--- src/rtl/fmt_pkg.sv ---
package fmt_pkg;

  typedef enum logic [1:0] {
    MODE_HOLD = 2'b00,
    MODE_MIX  = 2'b01,
    MODE_RTZ  = 2'b10,
    MODE_DBL  = 2'b11
  } fmt_mode_e;

  // Saturating two's-complement negation for a sample of width w.
  function automatic logic [31:0] sat_neg(input logic [31:0] x, input int w);
    logic [31:0] mask;
    logic [31:0] minv;
    logic [31:0] res;
    mask = (w >= 32) ? 32'hFFFF_FFFF : ((32'h1 << w) - 32'h1);
    minv = 32'h1 << (w - 1);
    if ((x & mask) == minv) res = minv - 32'h1;
    else                    res = (~x + 32'h1) & mask;
    return res;
  endfunction

endpackage

--- src/rtl/fmt_delay_line.sv ---
module fmt_delay_line #(
  parameter int DW  = 16,
  parameter int LAT = 3
) (
  input  logic          clk,
  input  logic          rst_n,
  input  logic [DW-1:0] d_i,
  input  logic          v_i,
  output logic [DW-1:0] d_o,
  output logic          v_o
);

  generate
    if (LAT == 0) begin : g_pass
      assign d_o = d_i;
      assign v_o = v_i;
    end else begin : g_pipe
      logic [DW-1:0] dat_q [LAT];
      logic [DW-1:0] dat_d [LAT];
      logic          val_q [LAT];
      logic          val_d [LAT];

      always_comb begin
        dat_d[0] = d_i;
        val_d[0] = v_i;
        for (int i = 1; i < LAT; i++) begin
          dat_d[i] = dat_q[i-1];
          val_d[i] = val_q[i-1];
        end
      end

      for (genvar g = 0; g < LAT; g++) begin : g_stage
        always_ff @(posedge clk or negedge rst_n) begin
          if (!rst_n) begin
            dat_q[g] <= '0;
            val_q[g] <= 1'b0;
          end else begin
            dat_q[g] <= dat_d[g];
            val_q[g] <= val_d[g];
          end
        end
      end

      assign d_o = dat_q[LAT-1];
      assign v_o = val_q[LAT-1];
    end
  endgenerate

endmodule

--- src/rtl/fmt_slot_mux.sv ---
module fmt_slot_mux
  import fmt_pkg::*;
#(
  parameter int DW = 16
) (
  input  fmt_mode_e     mode_i,
  input  logic          vld_i,
  input  logic [DW-1:0] smp_i,
  input  logic [DW-1:0] interp_i,
  output logic [DW-1:0] rise_o,
  output logic [DW-1:0] fall_o
);

  logic [31:0] neg_w;
  logic [DW-1:0] fall_raw;

  always_comb begin
    neg_w = sat_neg(32'(smp_i), DW);
    unique case (mode_i)
      MODE_HOLD: fall_raw = smp_i;
      MODE_MIX:  fall_raw = neg_w[DW-1:0];
      MODE_RTZ:  fall_raw = '0;
      MODE_DBL:  fall_raw = interp_i;
      default:   fall_raw = '0;
    endcase
    rise_o = vld_i ? smp_i    : '0;
    fall_o = vld_i ? fall_raw : '0;
  end

endmodule

--- src/rtl/dual_edge_fmt.sv ---
module dual_edge_fmt
  import fmt_pkg::*;
#(
  parameter int DW       = 16,
  parameter int FILT_LAT = 3
) (
  input  logic          clk,
  input  logic          rst_n,
  input  logic [DW-1:0] smp_i,
  input  logic          smp_vld_i,
  input  logic [1:0]    mode_i,
  input  logic [DW-1:0] interp_i,
  output logic [DW-1:0] rise_o,
  output logic [DW-1:0] fall_o,
  output logic          vld_o
);

  localparam logic [DW-1:0] CODE_MIN = {1'b1, {(DW-1){1'b0}}};
  localparam logic [DW-1:0] CODE_MAX = {1'b0, {(DW-1){1'b1}}};

  fmt_mode_e     mode_w;
  logic [DW-1:0] dly_smp;
  logic          dly_vld;
  logic [DW-1:0] sel_smp;
  logic          sel_vld;
  logic [DW-1:0] rise_d, fall_d;
  fmt_mode_e     mode_q;

  assign mode_w = fmt_mode_e'(mode_i);

  fmt_delay_line #(.DW(DW), .LAT(FILT_LAT)) u_dly (
    .clk   (clk),
    .rst_n (rst_n),
    .d_i   (smp_i),
    .v_i   (smp_vld_i),
    .d_o   (dly_smp),
    .v_o   (dly_vld)
  );

  always_comb begin
    if (mode_w == MODE_DBL) begin
      sel_smp = dly_smp;
      sel_vld = dly_vld;
    end else begin
      sel_smp = smp_i;
      sel_vld = smp_vld_i;
    end
  end

  fmt_slot_mux #(.DW(DW)) u_mux (
    .mode_i   (mode_w),
    .vld_i    (sel_vld),
    .smp_i    (sel_smp),
    .interp_i (interp_i),
    .rise_o   (rise_d),
    .fall_o   (fall_d)
  );

  // Pair and its mode are captured on the same edge.
  always_ff @(posedge clk or negedge rst_n) begin
    if (!rst_n) begin
      rise_o <= '0;
      fall_o <= '0;
      vld_o  <= 1'b0;
      mode_q <= MODE_HOLD;
    end else begin
      rise_o <= rise_d;
      fall_o <= fall_d;
      vld_o  <= sel_vld;
      mode_q <= mode_w;
    end
  end

  assert_hold_same_R2: assert property (@(posedge clk) disable iff (!rst_n)
    (mode_q == MODE_HOLD) |-> (fall_o == rise_o));

  assert_mix_negate_R3: assert property (@(posedge clk) disable iff (!rst_n)
    (mode_q == MODE_MIX && rise_o != CODE_MIN) |-> (fall_o == DW'(-rise_o)));

  assert_mix_saturate_R4: assert property (@(posedge clk) disable iff (!rst_n)
    (mode_q == MODE_MIX && vld_o && rise_o == CODE_MIN) |-> (fall_o == CODE_MAX));

  assert_rtz_zero_R5: assert property (@(posedge clk) disable iff (!rst_n)
    (mode_q == MODE_RTZ) |-> (fall_o == '0));

  assert_invalid_zero_R7: assert property (@(posedge clk) disable iff (!rst_n)
    !vld_o |-> (rise_o == '0 && fall_o == '0));

  assert_rise_follows_R1: assert property (@(posedge clk) disable iff (!rst_n)
    (mode_i != 2'(MODE_DBL)) |=>
      (rise_o == ($past(smp_vld_i) ? $past(smp_i) : '0)) && (vld_o == $past(smp_vld_i)));

  assert_dbl_interp_R6: assert property (@(posedge clk) disable iff (!rst_n)
    (mode_i == 2'(MODE_DBL)) |=> (fall_o == (vld_o ? $past(interp_i) : '0)));

  assert_mode_pair_R8: assert property (@(posedge clk) disable iff (!rst_n)
    1'b1 |=> (mode_q == fmt_mode_e'($past(mode_i))));

endmodule

--- config.mk ---
export PLATFORM = sky130hd
export DESIGN_NAME = dual_edge_fmt
export DESIGN_NICKNAME = d
export VERILOG_FILES = /design/src/rtl/fmt_pkg.sv /design/src/rtl/fmt_delay_line.sv /design/src/rtl/fmt_slot_mux.sv /design/src/rtl/dual_edge_fmt.sv
export SDC_FILE = /design/constraint.sdc
export NUM_CORES = 1
export LEC_CHECK = 0
export BUFFER_PORTS_ARGS = -buffer_cell sky130_fd_sc_hd__buf_2
export CORE_MARGIN = 2
export CORE_UTILIZATION = 50
export DETAILED_ROUTE_END_ITERATION = 6
export GPL_TIMING_DRIVEN = 0
export HOLD_SLACK_MARGIN = 0.06
export PLACE_DENSITY = 0.74
export REMOVE_ABC_BUFFERS = 1
export SYNTH_ARGS = -nofsm -noshare
export SYNTH_HDL_FRONTEND = slang
export SYNTH_SLANG_ARGS = --single-unit
--- constraint.sdc ---
create_clock -name clk -period 2.7 [get_ports clk]
set_clock_uncertainty 0.1 [all_clocks]
set_input_delay 0.27 -clock clk [delete_from_list [all_inputs] [get_ports clk]]
set_output_delay 0.27 -clock clk [all_outputs]
set_load 0.005 [all_outputs]
==> reports/metrics.yaml, run 1 <==
criticalPathCategory: "input port to flip-flop"
wire_per_inst_um: 15.74
die_w_um: 84.27
mostFrequentLayoutCell: "dfrtp_1"
combPwrFrac_pct: 12.1
insertedDiodeCount: 0
dr_wl_met3_um: 376
multi_input_area_um2: 1045
area_delta_synth_final_pct: 25.79
crit_path_top_delay_cell: "dlygate4sd3_1"
rows: 29
slew_headroom_pct: 48.43
crit_cells: 8
cp.buffers_inverters: 3
place_congestion: 0.7592
placed_cells: 388
rsz0062_at_grt: "no"
wl_met2_um: 3248
critPathTopFamily: "compound AO/OA/AOI/OAI gates"
min_period_over_period_pct: 93.79
insertion_delay_ns: 0.35
cts_root_buf: "clkbuf_8"
grt_pass1_vias: 2280
clk_pin_slew_ns: 0.08
syn_area_per_cell_um2: 12.68
ys_async_sr_fraction_pct: 100.0
rr_startpoint: "u_dly.d_o[9]"
ios: 70
fmax_mhz: 394.9
h-tree-depth: 3
ant_nets: 0
p_sw_mw: 0.6213
tightest_slew_ns: 0.7736
synth_edf_count: 0
finalHoldViolCount: 0
clk_path_buf_depth: 2
synth.largest_area_cell: "dfrtp_1"
top_layer: "met4"
clock-sinks: 84
ir_worst_vdd_mv: 0.4076
dp_worst_setup_slack_ns: -0.5624
routed_via_density: 5.295
firstDrtPassIters: 4
seqPwrFrac_pct: 53.9
cp.required_ns: 2.86
p_clk_share_pct: 34.0
grt_pass1_wl_um: 10980
initial_core_util_pct: 51.33
nNetsFinal: 379
grt_overflow_total: 0
slew_violations: 0
cts_buffers: 9
yosysTopAreaCellShare_pct: 65.24
syn_area_um2: 3222
fillers: 504
drt-met1-wl_um: 2956
synth-seq-area-share_pct: 65.24
antenna_found_initial: 0
core_um2: 6277
synthFlopType: "dfrtp_1"
crit_fanout: 11
num_vias: 2245
netlist_top_cells_area: "dfrtp_1 (65%), a211oi_2 (3.9%), nor2_1 (3.3%), nand2_1 (2.9%), mux2i_1 (2.8%)"
worstPathArrival_ns: 2.69
ys_ff_latch: 84
swShare_pct: 24.69
ys_warn_count: 0
drive_gt1_share_pct: 30.84
finish.utilization_pct: 64.56
cp_slowest_stage_delay_ns: 0.53
synth.distinct_cells: 44
power_density_nw_per_um2: 620.8
drt_wl_total_um: 6674
portBuffers: 69
min_period_ns: 2.532
finalNonFillerCells: 424
grt_usage_pct: 20.22
setup_viol: 0
die-area_um2: 7101
setup.worst_path.end_class: "flip-flop"
fp.dieH_um: 84.27
setup_slack_ns: 0.1677
status: "finished, final reports clean"
grt_max_degree: 69
drt_iter0_drc: 95
maxCapViolations: 0
place.detailed.hpwl_um: 4188
worstPathCellList: "dlygate4sd3_1 > buf_2 > a211o_1 > a222oi_1 > buf_4 > nand3_4 > o31a_1 > a211oi_2"
cts_tree: "done"
start_kind: "input port"
p_int_mw: 1.895
hp-start: "interp_i[0]"
r2r_cells: 5
synthCells: 254
hold_path_class: "input port to flip-flop"
p_leak_nw: 1.882
crit_start: "smp_i[3]"
regArea_um2: 2102
whs_path_depth: 3
mostFrequentLayoutCells: "dfrtp_1 (84), buf_2 (68), nor2_1 (28)"
drc: 0
[cell type report]
class                           instances  share of cell area (%)
Sequential cell                        84                   51.87
Tap cell                               77                   2.377
Inverter                                3                  0.2779
Multi-Input combinational cell        152                   25.78
Timing Repair Buffer                   92                   14.94
Clock buffer                           10                   3.149
Clock inverter                          6                   1.605
[sequential cells by signal, indices dropped and copies added, names as in the netlist]
signal              flops
u_dly.g_pipe.dat_d     32
fall_o                 16
rise_o                 16
u_dly.d_o              16
u_dly.g_pipe.val_d      2
u_dly.v_o               1
vld_o                   1
[final timing paths]
kind / slack, ns / to
worst max register to register: 0.34 / fall_o[5]
worst min register to register: 0.25 / u_dly.d_o[5]
max in group asynchronous: 1.69 / u_dly.g_pipe.dat_d[12]
worst max-delay path: 0.17 / fall_o[5]
worst min-delay path: 0.13 / fall_o[0]
min in group asynchronous: 0.22 / rise_o[9]
[what timing repair did]
item,CTS,global route
endpoints found under the setup margin,12,13
gates resized for setup,1,1
setup buffers,2,0
pin swaps,1,0
hold buffers,18,0
endpoints found under the hold margin,101,0
[layer usage]
metal  global-route usage (%)  vias to the layer above
met5                        0                        -
met2                    32.25                       73
li1                         -                     1072
met1                    26.82                     1090
met4                    7.331                        0
met3                    5.605                       10
[cell usage after synthesis, types with 4 or more instances]
library cell and n:
mux2i_1 9, a211oi_2 10, xor2_1 4, dfrtp_1 84
a21oi_1 16, nand4bb_1 4, a211o_1 6, xnor2_1 5
a2bb2oi_1 10, nand2_1 25, clkbuf_1 10, nor2_1 28
[cell families after synthesis]
family | Yosys count | share of synthesized area, %
DFF | 84 | 65.24
and+or+nand+nor | 75 | 11.84
AOI/OAI and AO/OA | 59 | 14.83
buffers and inverters | 18 | 2.835
xor gates and xnor gates | 9 | 2.446
muxes | 9 | 2.796
[worst register-to-register path: stages, from the launching register on]
cell	delay (ns)
dfrtp_1	0.38
or4bb_1	0.51
a22oi_2	0.33
nand3_4	0.14
o31a_1	0.52
a211oi_2	0.29
[power groups by stage]
stage                     Combinational, mW  Sequential (mW)  Clock [mW]
final                                 0.305             1.35       0.856
after global routing                  0.337             1.36       0.925
after CTS                             0.309             1.36       0.882
after detailed placement              0.287             1.38           0
after global placement                0.268             1.38           0
after floorplan                       0.122             1.38           0
[through the flow]
stage | instance area (um^2) | hold slack [ns] | TNS [ns] | total power [mW]
2_1_floorplan | 3142 | -0.1256 | -3.155 | 1.504
3_3_place_gp | 3583 | 0.2320 | -60.22 | 1.645
3_5_place_dp | 3661 | 0.05883 | -10.01 | 1.667
4_1_cts | 4050 | 0.1100 | 0 | 2.547
5_1_grt | 4053 | 0.1332 | 0 | 2.625
6_report | 4053 | 0.1348 | 0 | 2.516
Note: power is estimated with default switching activity, not from simulation.
==> inputs of run 2 (changes only) <==
--- a/config.mk
+++ b/config.mk
@@ -5,6 +5,7 @@
 export SDC_FILE = /design/constraint.sdc
 export NUM_CORES = 1
 export LEC_CHECK = 0
+export ABC_AREA = 1
 export BUFFER_PORTS_ARGS = -buffer_cell sky130_fd_sc_hd__buf_2
 export CORE_MARGIN = 2
 export CORE_UTILIZATION = 50
==> run 2 against run 1 <==
Compared with the run above:
- count of clock-buffer cells in the layout rose by 1
- wire length grew 9.0%
- design area is 1.9% higher
- register-to-register slack better by 0.50 ns
- worst setup slack improved by 0.19 ns
- largest power group unchanged
- highest routed layer unchanged
==> reports/metrics.yaml, run 2 <==
hp-start: "interp_i[4]"
slew_violations: 0
drc: 0
largest_reg_flops: 32
whs_path_depth: 5
clk_path_buf_depth: 2
insertion_delay_ns: 0.34
cts_buffers: 9
cts_tree: "done"
mostFrequentLayoutCell: "dfrtp_1"
portBuffers: 69
placed_area_um2: 3711
h-tree-depth: 3
ant_nets: 0
hold_end: "fall_o[4]"
rsz0062_at_grt: "no"
gr-usage-met3_pct: 5.739
tightest_slew_ns: 1.045
finalNonFillerCells: 517
worstPathArrival_ns: 2.48
status: "finished, final reports clean"
min_period_ns: 2.343
setup_viol: 0
nNetsFinal: 472
antenna_found_initial: 0
clk_pin_slew_ns: 0.08
ios: 70
syn_area_um2: 3308
rr_startpoint: "u_dly.d_o[6]"
crit_start: "mode_i[0]"
finalHoldViolCount: 0
ys_async_sr_fraction_pct: 100.0
rr_endpoint: "fall_o[15]"
synth.distinct_cells: 24
insertedDiodeCount: 0
fp.dieH_um: 85.34
crit_fanout: 36
synth_most_common_cell: "dfrtp_1"
drive_gt1_share_pct: 22.73
setup.worst_path.end_class: "flip-flop"
synthFlopType: "dfrtp_1"
firstDrtPassIters: 4
area_delta_synth_final_pct: 24.85
grt_overflow_total: 0
ys_warn_count: 0
initial_core_util_pct: 51.80
use_met2_pct: 32.88
r2r_slack_ns: 0.84
ys_ff_latch: 84
ir_worst_vdd_mv: 0.4626
synth.largest_area_cell: "dfrtp_1"
synth_edf_count: 0
multi_input_area_um2: 1017
maxCapViolations: 0
clock-sinks: 84
hold_path_class: "input port to flip-flop"
core_um2: 6386
finish.utilization_pct: 64.67
mostFrequentLayoutCells: "dfrtp_1 (84), nand2_1 (80), buf_2 (68)"
grt_usage_pct: 21.39
placed_cells: 483
criticalPathCategory: "input port to flip-flop"
die_w_um: 85.34
fillers: 527
routed_via_density: 5.037
slew_headroom_pct: 30.10
min_period_over_period_pct: 86.78
num_vias: 2604
grt_pass1_vias: 2608
fin_setup_tns_ns: 0
drt_iter0_drc: 96
cp.required_ns: 2.83
place_congestion: 0.8530
start_kind: "input port"
netlist_top_cells_area: "dfrtp_1 (64%), nand2_1 (9.1%), nand3_1 (5.7%), nor2_1 (5.1%), inv_1 (3.7%)"
grt_use_met1_pct: 29.11
fin_area_um2: 4130
synth-seq-area-share_pct: 63.54
grt_max_degree: 48
r2r_cells: 10
fmax_mhz: 426.8
syn_area_per_cell_um2: 9.479
drt_wl_total_um: 7273
place.detailed.hpwl_um: 4756
netlist_top_cells_count: "dfrtp_1 (84), nand2_1 (80), nor2_1 (45)"
grt_pass1_wl_um: 12050
p_leak_nw: 2.193
wire_per_inst_um: 14.07
rows: 29
power_density_nw_per_um2: 660.0
synthCells: 349
die-area_um2: 7283
cts_root_buf: "clkbuf_8"
regArea_um2: 2102
grt-busiest-layer: "met2"
yosysTopAreaCellShare_pct: 63.54
## run 2: cell count changes after synthesis, moves of 5 or more
cell	before	now
a211o_1	6	0
a211oi_2	10	0
a2bb2oi_1	10	0
clkbuf_1	10	5
inv_1	3	33
mux2i_1	9	0
nand2_1	25	80
nand2_2	0	5
nand3_1	1	38
nor2_1	28	45
nor2_2	0	5
o21ai_0	3	12
xnor2_1	5	0
## run 2: where the power goes
group	internal [mW]	switching [mW]
sequential	1.34	0.0202
combinational	0.125	0.208
clock	0.612	0.424
## run 2: metal layers
| metal | part of all wire (%) | vias to the layer above |
|---|---|---|
| met3 | 5.8 | 10 |
| met5 | 0 | - |
| met1 | 44 | 1237 |
| met4 | 1.5 | 0 |
| met2 | 49 | 86 |
| li1 | - | 1271 |
## run 2: cells by family (layout without fill, tap and decap cells)
group / Yosys count / in the layout / share of synthesized area [%]
compound gates: 39 / 39 / 6.354
xor+xnor: 1 / 1 / 0.2648
buf+inv: 47 / 138 / 6.051
flops: 84 / 84 / 63.54
simple gates: 178 / 178 / 23.79
## run 2: what timing repair did
action / in CTS / in global routing
buffers inserted: 0 / 0
endpoints found under the hold margin: 54 / 0
hold buffers: 18 / 0
setup endpoints to repair: 0 / 10
gates resized for setup: 0 / 1
## run 2: area by class of cell
class	count	area share (%)
flip-flops and latches	84	50.89
multi-input cells	218	24.63
repair buffers	88	13.45
clock buffers	11	3.181
inverters	34	3.090
clock inverters	5	2.424
well taps	77	2.333
## run 2: worst max-delay path by stage
stage	end	slack [ns]	cells past startpoint
6_report	fall_o[15]	0.36	12
4_1_cts	fall_o[0]	0.19	6
2_1_floorplan	fall_o[11]	0.77	5
5_1_grt	fall_o[15]	0.18	12
3_5_place_dp	fall_o[11]	-0.18	6
3_3_place_gp	fall_o[11]	-0.86	6
## run 2: metrics by stage
stage | setup slack (ns) | hold WS (ns) | power (mW)
final | 0.3568 | 0.1539 | 2.726
after global placement | -0.8617 | 0.2313 | 1.677
after CTS | 0.1906 | 0.1409 | 2.738
after global routing | 0.1831 | 0.1871 | 2.842
after detailed placement | -0.1789 | 0.1683 | 1.692
after floorplan | 0.7745 | -0.1256 | 1.532
## run 2: critical path: stages
cell     delay (ns)
buf_2          0.56
nand2_4        0.29
nand2_1        0.14
nand2_1        0.12
nor2_2         0.25
nand2_2        0.13
nor2_8         0.17
nand3_4        0.16
nand2_2        0.15
nor2_1         0.07
nor2_1         0.10
nor2_1         0.05
==> inputs of run 3 (changes only) <==
--- a/config.mk
+++ b/config.mk
@@ -7,6 +7,7 @@
 export LEC_CHECK = 0
 export ABC_AREA = 1
 export BUFFER_PORTS_ARGS = -buffer_cell sky130_fd_sc_hd__buf_2
+export CORE_ASPECT_RATIO = 1.1
 export CORE_MARGIN = 2
 export CORE_UTILIZATION = 50
 export DETAILED_ROUTE_END_ITERATION = 6
==> run 3 against run 2 <==
Compared with the run above:
- combinational power is 2% lower
- hold slack worse by 0.025 ns
- flip-flop and latch count stayed put
- global-route usage is 0.62 points lower
- design area is 0.70% lower
==> reports/metrics.yaml, run 3 (synthesis gave the netlist of run 2 again) <==
rr_startpoint: "u_dly.v_o"
criticalPathCategory: "input port to flip-flop"
slew_headroom_pct: 35.00
fin_area_um2: 4101
whs_path_depth: 5
drt_wl_total_um: 6917
initial_core_util_pct: 51.07
ant_nets: 0
insertedDiodeCount: 0
grt_max_degree: 52
grt_overflow_total: 0
die-area_um2: 7284
antenna_found_initial: 0
portBuffers: 69
firstDrtPassIters: 4
finalHoldViolCount: 0
grt_usage_pct: 20.77
wire_per_inst_um: 13.25
p_int_mw: 1.939
rsz0062_at_grt: "no"
swShare_pct: 24.71
grt_pass1_vias: 2480
hold_path_class: "input port to flip-flop"
drt_iter0_drc: 195
crit_path_top_delay_cell: "o21ai_2"
place.detailed.hpwl_um: 4616
p_sw_mw: 0.6362
rows: 31
drc: 0
core_um2: 6477
min_period_over_period_pct: 95.72
ir_worst_vdd_mv: 0.4064
routed_via_density: 4.916
die_w_um: 81.56
setup_viol: 0
largest_reg_flops: 32
start_kind: "input port"
slew_violations: 0
cp.required_ns: 2.85
hold_end: "fall_o[1]"
r2r_cells: 4
min_period_ns: 2.584
setup.worst_path.end_class: "flip-flop"
p_clk_share_pct: 34.6
place_congestion: 0.8942
num_vias: 2566
clk_path_buf_depth: 2
cp_slowest_stage_delay_ns: 0.81
fmax_mhz: 386.9
h-tree-depth: 3
rr_endpoint: "fall_o[9]"
p_leak_nw: 2.170
placed_area_um2: 3717
ios: 70
worstPathCellList: "buf_2 > nand2_4 > o21ai_2 > inv_1 > o211ai_1 > nor2_1"
multi_input_area_um2: 1010
dp_worst_setup_slack_ns: -0.2056
drive_gt1_share_pct: 22.73
crit_fanout: 36
power_density_nw_per_um2: 627.9
worstPathArrival_ns: 2.73
insertion_delay_ns: 0.35
status: "finished, final reports clean"
tightest_slew_ns: 0.9714
setup_slack_ns: 0.1155
hp-start: "interp_i[1]"
fp.dieH_um: 89.31
regArea_um2: 2102
nNetsFinal: 472
cts_tree: "done"
clk_pin_slew_ns: 0.08
seqPwrFrac_pct: 52.6
cts_root_buf: "clkbuf_8"
fillers: 550
maxCapViolations: 0
mostFrequentLayoutCell: "dfrtp_1"
mostFrequentLayoutCells: "dfrtp_1 (84), nand2_1 (80), buf_2 (68)"
clock-sinks: 84
cts_resized: 0
combPwrFrac_pct: 12.7
area_delta_synth_final_pct: 23.98
cts_buffers: 9
r2r_slack_ns: 0.59
grt_pass1_wl_um: 11110
## run 3: cell types whose count changed in the layout (fill, tap and decap cells not counted), sizes merged
cell	change
bufinv	-2
clkbuf	+2
clkinv	-2
clkinvlp	+2
## run 3: layer usage
metal / up-vias / global-route usage [%] / wire length (um)
met5: - / 0 / 0
met4: 0 / 10.02 / 217
met3: 18 / 5.859 / 426
met2: 75 / 32.49 / 3355
met1: 1206 / 26.79 / 2918
li1: 1267 / - / -
## run 3: what timing repair did
action,CTS,global route
endpoints found under the hold margin,50,0
endpoints found under the setup margin,0,0
buffers inserted,0,0
hold buffers,18,0
## run 3: how the worst max path moves through the flow
stage	start	end	slack, ns
finish	mode_i[0]	fall_o[9]	0.12
global route	mode_i[0]	fall_o[15]	0.003
CTS	mode_i[0]	fall_o[9]	0.17
detailed placement	mode_i[0]	fall_o[9]	-0.21
global placement	mode_i[0]	fall_o[9]	-0.76
floorplan	mode_i[0]	fall_o[11]	0.77
## run 3: metrics by stage
step | std cells | hold WS (ns) | TNS, ns | power, mW | utilization, %
2_1_floorplan | 336 | -0.1256 | 0 | 1.532 | -
3_3_place_gp | 487 | 0.2314 | -9.559 | 1.675 | 56.87
3_5_place_dp | 488 | 0.1396 | -1.889 | 1.690 | 57.39
4_1_cts | 522 | 0.1220 | 0 | 2.600 | 63.32
5_1_grt | 522 | 0.1694 | 0 | 2.725 | 63.32
6_report | 522 | 0.1291 | 0 | 2.575 | 63.32
## run 3: power groups by stage
stage               clock network, mW  logic, mW  registers [mW]
CTS                             0.912      0.332            1.36
detailed placement                  0      0.310            1.38
global route                    0.990      0.373            1.36
floorplan                           0      0.148            1.38
global placement                    0      0.298            1.38
finish                          0.892      0.328            1.36
## run 3: worst max-delay path, delay by kind of cell
kind | cells | cell delay, ns
compound gates | 2 | 1.03
buf+inv | 2 | 1.03
simple gates | 2 | 0.36
## run 3: area by class of cell
cell class	instances	share of cell area, %
clock buffer	13	3.874
inverter	34	3.112
tap	82	2.502
clock inverter	3	1.098
sequential	84	51.25
timing repair buffer	88	13.54
multi-input combinational	218	24.62
